==> config.mk <==
export PLATFORM = sky130hd
export DESIGN_NAME = pix_demux
export DESIGN_NICKNAME = d
export VERILOG_FILES = /design/src/rtl/pxd_pkg.sv /design/src/rtl/pxd_edge_capture.sv /design/src/rtl/pxd_half_select.sv /design/src/rtl/pxd_sdr_assembler.sv /design/src/rtl/pxd_ddr_assembler.sv /design/src/rtl/pix_demux.sv
export SDC_FILE = /design/constraint.sdc
export NUM_CORES = 1
export LEC_CHECK = 0
export ABC_CLOCK_PERIOD_IN_PS = 3800
export BUFFER_PORTS_ARGS = -buffer_cell sky130_fd_sc_hd__clkbuf_2
export CORE_MARGIN = 5
export CORE_UTILIZATION = 63
export CTS_CLUSTER_DIAMETER = 50
export DETAILED_ROUTE_END_ITERATION = 10
export GPL_TIMING_DRIVEN = 0
export PLACE_DENSITY = 0.84
export RECOVER_POWER = 100
export SETUP_SLACK_MARGIN = 0.3
export SLEW_MARGIN = 20
export SYNTH_ARGS = -nofsm -noshare
export SYNTH_HDL_FRONTEND = slang
export SYNTH_HIERARCHICAL = 1
export SYNTH_SLANG_ARGS = --single-unit
==> constraint.sdc <==
create_clock -name clk -period 3.8 [get_ports clk]
set_input_delay 0.76 -clock clk [delete_from_list [all_inputs] [get_ports clk]]
set_output_delay 0.76 -clock clk [all_outputs]
set_load 0.005 [all_outputs]
==> src/rtl/pxd_pkg.sv <==
package pxd_pkg;
  timeunit 1ns;
  timeprecision 100ps;

  parameter int unsigned PXD_HALF_W = 12;

  typedef enum logic {
    PH_FIRST  = 1'b0,
    PH_SECOND = 1'b1
  } phase_e;
endpackage

==> src/rtl/pxd_edge_capture.sv <==
module pxd_edge_capture #(
  parameter int unsigned SLOT_W = 14
) (
  input  logic              clk,
  input  logic              rst_n,
  input  logic [SLOT_W-1:0] slot_in,
  output logic [SLOT_W-1:0] rise_q,
  output logic [SLOT_W-1:0] fall_q
);
  timeunit 1ns;
  timeprecision 100ps;

  // slot sampled on the rising edge of clk
  always_ff @(posedge clk or negedge rst_n) begin
    if (!rst_n) rise_q <= '0;
    else        rise_q <= slot_in;
  end

  // slot sampled on the falling edge of clk
  always_ff @(negedge clk or negedge rst_n) begin
    if (!rst_n) fall_q <= '0;
    else        fall_q <= slot_in;
  end
endmodule

==> src/rtl/pxd_half_select.sv <==
module pxd_half_select #(
  parameter int unsigned HALF_W = 12
) (
  input  logic                eff_fall,
  input  logic [HALF_W+1:0]   live_slot,
  input  logic [HALF_W+1:0]   rise_q,
  input  logic [HALF_W+1:0]   fall_q,
  output logic [HALF_W+1:0]   sdr_slot,
  output logic [HALF_W+1:0]   first_slot,
  output logic [HALF_W-1:0]   second_data
);
  timeunit 1ns;
  timeprecision 100ps;

  // Everything is consumed on the rising edge of clk.
  // Falling-edge captures arrive through fall_q, rising-edge captures
  // are either the live bus (this edge) or rise_q (previous edge).
  always_comb begin
    if (eff_fall) begin
      sdr_slot    = fall_q;
      first_slot  = fall_q;
      second_data = live_slot[HALF_W-1:0];
    end else begin
      sdr_slot    = live_slot;
      first_slot  = rise_q;
      second_data = fall_q[HALF_W-1:0];
    end
  end
endmodule

==> src/rtl/pxd_sdr_assembler.sv <==
module pxd_sdr_assembler
  import pxd_pkg::*;
#(
  parameter int unsigned HALF_W = 12
) (
  input  logic                  clk,
  input  logic                  rst_n,
  input  logic                  en,
  input  logic [HALF_W+1:0]     cur_slot,
  output logic                  done,
  output logic [2*HALF_W-1:0]   pix,
  output logic                  hs,
  output logic                  vs
);
  timeunit 1ns;
  timeprecision 100ps;

  localparam int unsigned SLOT_W = HALF_W + 2;
  localparam int unsigned VS_BIT = HALF_W;
  localparam int unsigned HS_BIT = HALF_W + 1;

  phase_e              phase_q, phase_d;
  logic [SLOT_W-1:0]   held_q, held_d;
  logic                hs_prev_q;
  logic                hs_rise;
  logic                take_first;

  always_comb begin
    hs_rise    = cur_slot[HS_BIT] & ~hs_prev_q;
    take_first = hs_rise | (phase_q == PH_FIRST);
    phase_d    = take_first ? PH_SECOND : PH_FIRST;
    held_d     = take_first ? cur_slot : held_q;
    done       = en & ~take_first;
    pix        = {held_q[HALF_W-1:0], cur_slot[HALF_W-1:0]};
    hs         = held_q[HS_BIT];
    vs         = held_q[VS_BIT];
  end

  always_ff @(posedge clk or negedge rst_n) begin
    if (!rst_n) begin
      phase_q   <= PH_FIRST;
      held_q    <= '0;
      hs_prev_q <= 1'b0;
    end else if (en) begin
      phase_q   <= phase_d;
      held_q    <= held_d;
      hs_prev_q <= cur_slot[HS_BIT];
    end
  end
endmodule

==> src/rtl/pxd_ddr_assembler.sv <==
module pxd_ddr_assembler #(
  parameter int unsigned HALF_W = 12
) (
  input  logic                  clk,
  input  logic                  rst_n,
  input  logic                  en,
  input  logic [HALF_W+1:0]     first_slot,
  input  logic [HALF_W-1:0]     second_data,
  output logic                  done,
  output logic [2*HALF_W-1:0]   pix,
  output logic                  hs,
  output logic                  vs
);
  timeunit 1ns;
  timeprecision 100ps;

  localparam int unsigned VS_BIT = HALF_W;
  localparam int unsigned HS_BIT = HALF_W + 1;

  logic primed_q, primed_d;

  always_comb begin
    primed_d = primed_q | en;
    done     = en & primed_q;
    pix      = {first_slot[HALF_W-1:0], second_data};
    hs       = first_slot[HS_BIT];
    vs       = first_slot[VS_BIT];
  end

  always_ff @(posedge clk or negedge rst_n) begin
    if (!rst_n)  primed_q <= 1'b0;
    else if (en) primed_q <= primed_d;
  end
endmodule

==> src/rtl/pix_demux.sv <==
module pix_demux
  import pxd_pkg::*;
#(
  parameter int unsigned HALF_W = PXD_HALF_W
) (
  input  logic                  clk,
  input  logic                  rst_n,
  input  logic                  mode_dual,
  input  logic                  edge_sel,
  input  logic                  clk_inv,
  input  logic [HALF_W-1:0]     din,
  input  logic                  hsync_in,
  input  logic                  vsync_in,
  output logic [2*HALF_W-1:0]   pix_out,
  output logic                  pix_valid,
  output logic                  hsync_out,
  output logic                  vsync_out
);
  timeunit 1ns;
  timeprecision 100ps;

  localparam int unsigned SLOT_W = HALF_W + 2;
  localparam int unsigned PIX_W  = 2 * HALF_W;

  logic                eff_fall;
  logic [SLOT_W-1:0]   live_slot, rise_q, fall_q;
  logic [SLOT_W-1:0]   sdr_slot, first_slot;
  logic [HALF_W-1:0]   second_data;

  logic                sdr_done, ddr_done;
  logic [PIX_W-1:0]    sdr_pix, ddr_pix;
  logic                sdr_hs, sdr_vs, ddr_hs, ddr_vs;

  logic                valid_d;
  logic [PIX_W-1:0]    pix_d;
  logic                hs_d, vs_d;

  assign eff_fall  = edge_sel ^ clk_inv;
  assign live_slot = {hsync_in, vsync_in, din};

  pxd_edge_capture #(.SLOT_W(SLOT_W)) u_cap (
    .clk     (clk),
    .rst_n   (rst_n),
    .slot_in (live_slot),
    .rise_q  (rise_q),
    .fall_q  (fall_q)
  );

  pxd_half_select #(.HALF_W(HALF_W)) u_sel (
    .eff_fall    (eff_fall),
    .live_slot   (live_slot),
    .rise_q      (rise_q),
    .fall_q      (fall_q),
    .sdr_slot    (sdr_slot),
    .first_slot  (first_slot),
    .second_data (second_data)
  );

  pxd_sdr_assembler #(.HALF_W(HALF_W)) u_sdr (
    .clk      (clk),
    .rst_n    (rst_n),
    .en       (~mode_dual),
    .cur_slot (sdr_slot),
    .done     (sdr_done),
    .pix      (sdr_pix),
    .hs       (sdr_hs),
    .vs       (sdr_vs)
  );

  pxd_ddr_assembler #(.HALF_W(HALF_W)) u_ddr (
    .clk         (clk),
    .rst_n       (rst_n),
    .en          (mode_dual),
    .first_slot  (first_slot),
    .second_data (second_data),
    .done        (ddr_done),
    .pix         (ddr_pix),
    .hs          (ddr_hs),
    .vs          (ddr_vs)
  );

  always_comb begin
    valid_d = mode_dual ? ddr_done : sdr_done;
    pix_d   = mode_dual ? ddr_pix  : sdr_pix;
    hs_d    = mode_dual ? ddr_hs   : sdr_hs;
    vs_d    = mode_dual ? ddr_vs   : sdr_vs;
  end

  always_ff @(posedge clk or negedge rst_n) begin
    if (!rst_n) pix_valid <= 1'b0;
    else        pix_valid <= valid_d;
  end

  always_ff @(posedge clk or negedge rst_n) begin
    if (!rst_n) begin
      pix_out   <= '0;
      hsync_out <= 1'b0;
      vsync_out <= 1'b0;
    end else if (valid_d) begin
      pix_out   <= pix_d;
      hsync_out <= hs_d;
      vsync_out <= vs_d;
    end
  end
endmodule

==> out/summary.txt <==
first-pass GRT wire length - 12,000 um
drt pass-1 iters - 4
fill cell count - 414
Initial Utilization - 64.7%
Syn. warnings - 6
DRT iter0 DRCs - 56
clock sink total - 72
CP Class - reg -> reg
sequential fraction of the synthesis area - 47.3%
Post-Syn Instances - 269
Slew @ Worst Pin - 516 ps
Critical Path AT - 3820 ps
Reg2Reg Capture Point - pix_out[5]
die area - 7700 um2
largest net degree at the start of global routing - 41
TritonCTS clock tree - yes
Startpoint Class - flop
Layout area overhead - 16.7%
DRT antenna net count - 0
mapped cell area - 3810 um2
# nets final - 352
r2r worst-path depth - 7
Critical Path End - pix_out[5]
Main synth FF type - dfrtp_1
post-synth top area cell - dfrtp_1
top cells by area, synth - dfrtp_1 (38%), mux2i_1 (20%), mux2_2 (13%), dfrtn_1 (9.2%), buf_4 (8.1%)
Ant. Diodes - 0
VDD IR max - 0.000330 V
total grt overflow - 0
Critical Path End Type - flop
leakage - 2.06 nW
post-synthesis register bit count - 72
Clock Tree Root - clkbuf_8
Synth cell types - 19
CP max FO - 6
DRC viols - 0
# IOs - 46
# placed instances - 390
drt via density - 5.28
design area - 4440 um2
Area after DPL - 4150 um2
Hold WC Path Type - in -> async
Final Non-Filler Cells - 413
vias in the first global route - 2,293
Clock Latency Late Sink - 340 ps
Max-slew headroom - 65.5%
most numerous cell in the Yosys netlist - mux2i_1
clock buffer depth - 2
row cnt - 28
Synth top area share - 38.1%
layout cells sized above 1 - 41.1%
Die Width - 87.8 um
r2r setup slk - 190 ps
cts hold-fix bufs - 0
overall power - 2.51 mW
Core Region - 5890 um2
Final Hold Vio Count - 0
worst path required time - 4020 ps
Final Wtd Congestion - 0.731
maxcap violations - 0
setup slack after layout - 192 ps
final core occ - 75.5%
Num CTS Buffers - 9
total global routing track utilization - 21.1%
Syn Area/Cell - 14.2 um2
final setup violation count - 0
Post-Route Skew - 22.5 ps
initial antenna violation count - 0
Post-synth top cells - mux2i_1 (78), dfrtp_1 (58), mux2_2 (45), buf_4 (41), dfrtn_1 (14)
R2R Path Start - u_cap/fall_q[13]
EDFF count, synth - 0
DR vias - 2,182
dpl hpwl - 4790 um
max-slew violations - 0
Async SR Flop Fraction - 100%
clk slew on worst S/H paths - 80 ps
Placement Setup Slack - 169 ps
H-Tree Depth - 3
total wire length - 7540 um
post-synth net total - 288
Power Density - 565 nW/um2
RSZ-0062 raised after global routing - yes
PortBufs - 45
Avg WL per Cell - 18.3 um
crit path from - u_cap/fall_q[13]
Die Y-Extent - 87.8 um
status - finished clean
[logic make-up (layout without fill, tap and decap cells)]
kind of cell           after synthesis  after routing  synth area share (%)
flip-flops                          72             72                  47.3
AND/OR/NAND/NOR                      8              8                  1.41
AO/OA/AOI/OAI                        2              2                 0.755
buffers and inverters               53            122                  12.6
XOR/XNOR                             1              1                 0.230
multiplexers                       133            133                  37.7
[cell type report]
class,instances,area (um2),share of cell area [%]
Multi-Input combinational cell,144,1520,34.1
Buffer,52,484,10.9
Sequential cell,72,1800,40.5
Clock inverter,5,128,2.87
Inverter,1,3.75,0.0845
Clock buffer,11,141,3.18
Timing Repair Buffer,53,277,6.22
Tap cell,75,93.8,2.11
[repair_timing]
item / in CTS / in global routing
endpoints found under the setup margin: 19 / 25
setup buffers: 3 / 3
pin swaps: 0 / 0
gates cloned: 1 / 0
resized for setup: 5 / 4
[worst max-delay path, cell delays in order, from the launching register on]
cell	delay, ps
dfrtn_1	350
mux2_4	270
nand2b_1	110
and3_1	240
buf_12	150
buf_12	140
mux2i_4	230
mux2i_1	100
[layout by cell type, fill, tap and decap left out]
cell / synthesis / layout
clkbuf_8: 0 / 10
mux2i_1: 78 / 76
buf_12: 5 / 7
mux2_4: 10 / 2
clkinvlp_4: 0 / 1
clkbuf_2: 0 / 15
clkbuf_4: 0 / 2
mux2i_4: 0 / 2
or2_1: 1 / 1
buf_6: 6 / 5
buf_4: 41 / 44
nand2_1: 1 / 1
mux2_1: 0 / 9
a21boi_4: 1 / 1
xor2_1: 1 / 1
buf_16: 0 / 1
mux2_2: 45 / 44
nand2b_1: 0 / 1
clkbuf_1: 0 / 32
dfrtn_1: 14 / 14
or2b_1: 1 / 1
and2_2: 1 / 1
a32o_1: 1 / 1
dfrtp_1: 58 / 58
bufinv_16: 0 / 4
inv_1: 1 / 1
and3_1: 0 / 1
nor2_1: 2 / 2
[where the power goes]
part           leakage [nW]  switching [mW]  internal (mW)
clock                 0.130           0.286          0.521
sequential            0.838           0.125          0.933
combinational          1.09           0.275          0.372
[per-stage QoR]
stage               setup TNS (ps)  hold slack, ps
global route                     0             417
detailed placement               0             452
floorplan                        0             423
CTS                              0             396
finish                           0             395
global placement             -5670             439
[state kept, by name (all words and copies together), names as in the netlist]
name,cells
u_sdr/held_q,14
u_cap/rise_q,14
u_ddr/primed_q,1
vsync_out,1
u_cap/fall_q,14
pix_valid,1
u_sdr/phase_q,1
u_sdr/hs_prev_q,1
hsync_out,1
pix_out,24
[worst min-delay path by stage]
| stage | startpoint | endpoint | slack, ps |
|---|---|---|---|
| 3_3_place_gp | u_ddr/primed_q | u_ddr/primed_q | 440 |
| 4_1_cts | rst_n | u_cap/rise_q[13] | 400 |
| 3_5_place_dp | u_ddr/primed_q | u_ddr/primed_q | 450 |
| 6_report | rst_n | u_ddr/primed_q | 400 |
| 2_1_floorplan | u_ddr/primed_q | u_ddr/primed_q | 420 |
| 5_1_grt | rst_n | u_cap/rise_q[13] | 420 |
[per-layer routing]
metal / part of all wire, % / routed length, um / up-vias / global-route usage [%]
met5: 0 / 0 / - / 0
met4: 1.4 / 102 / 0 / 8.51
met3: 2.8 / 210 / 10 / 3.01
met2: 49 / 3720 / 35 / 33.2
met1: 47 / 3510 / 1092 / 29.7
li1: - / - / 1045 / -
(Power assumes the default switching activity.)
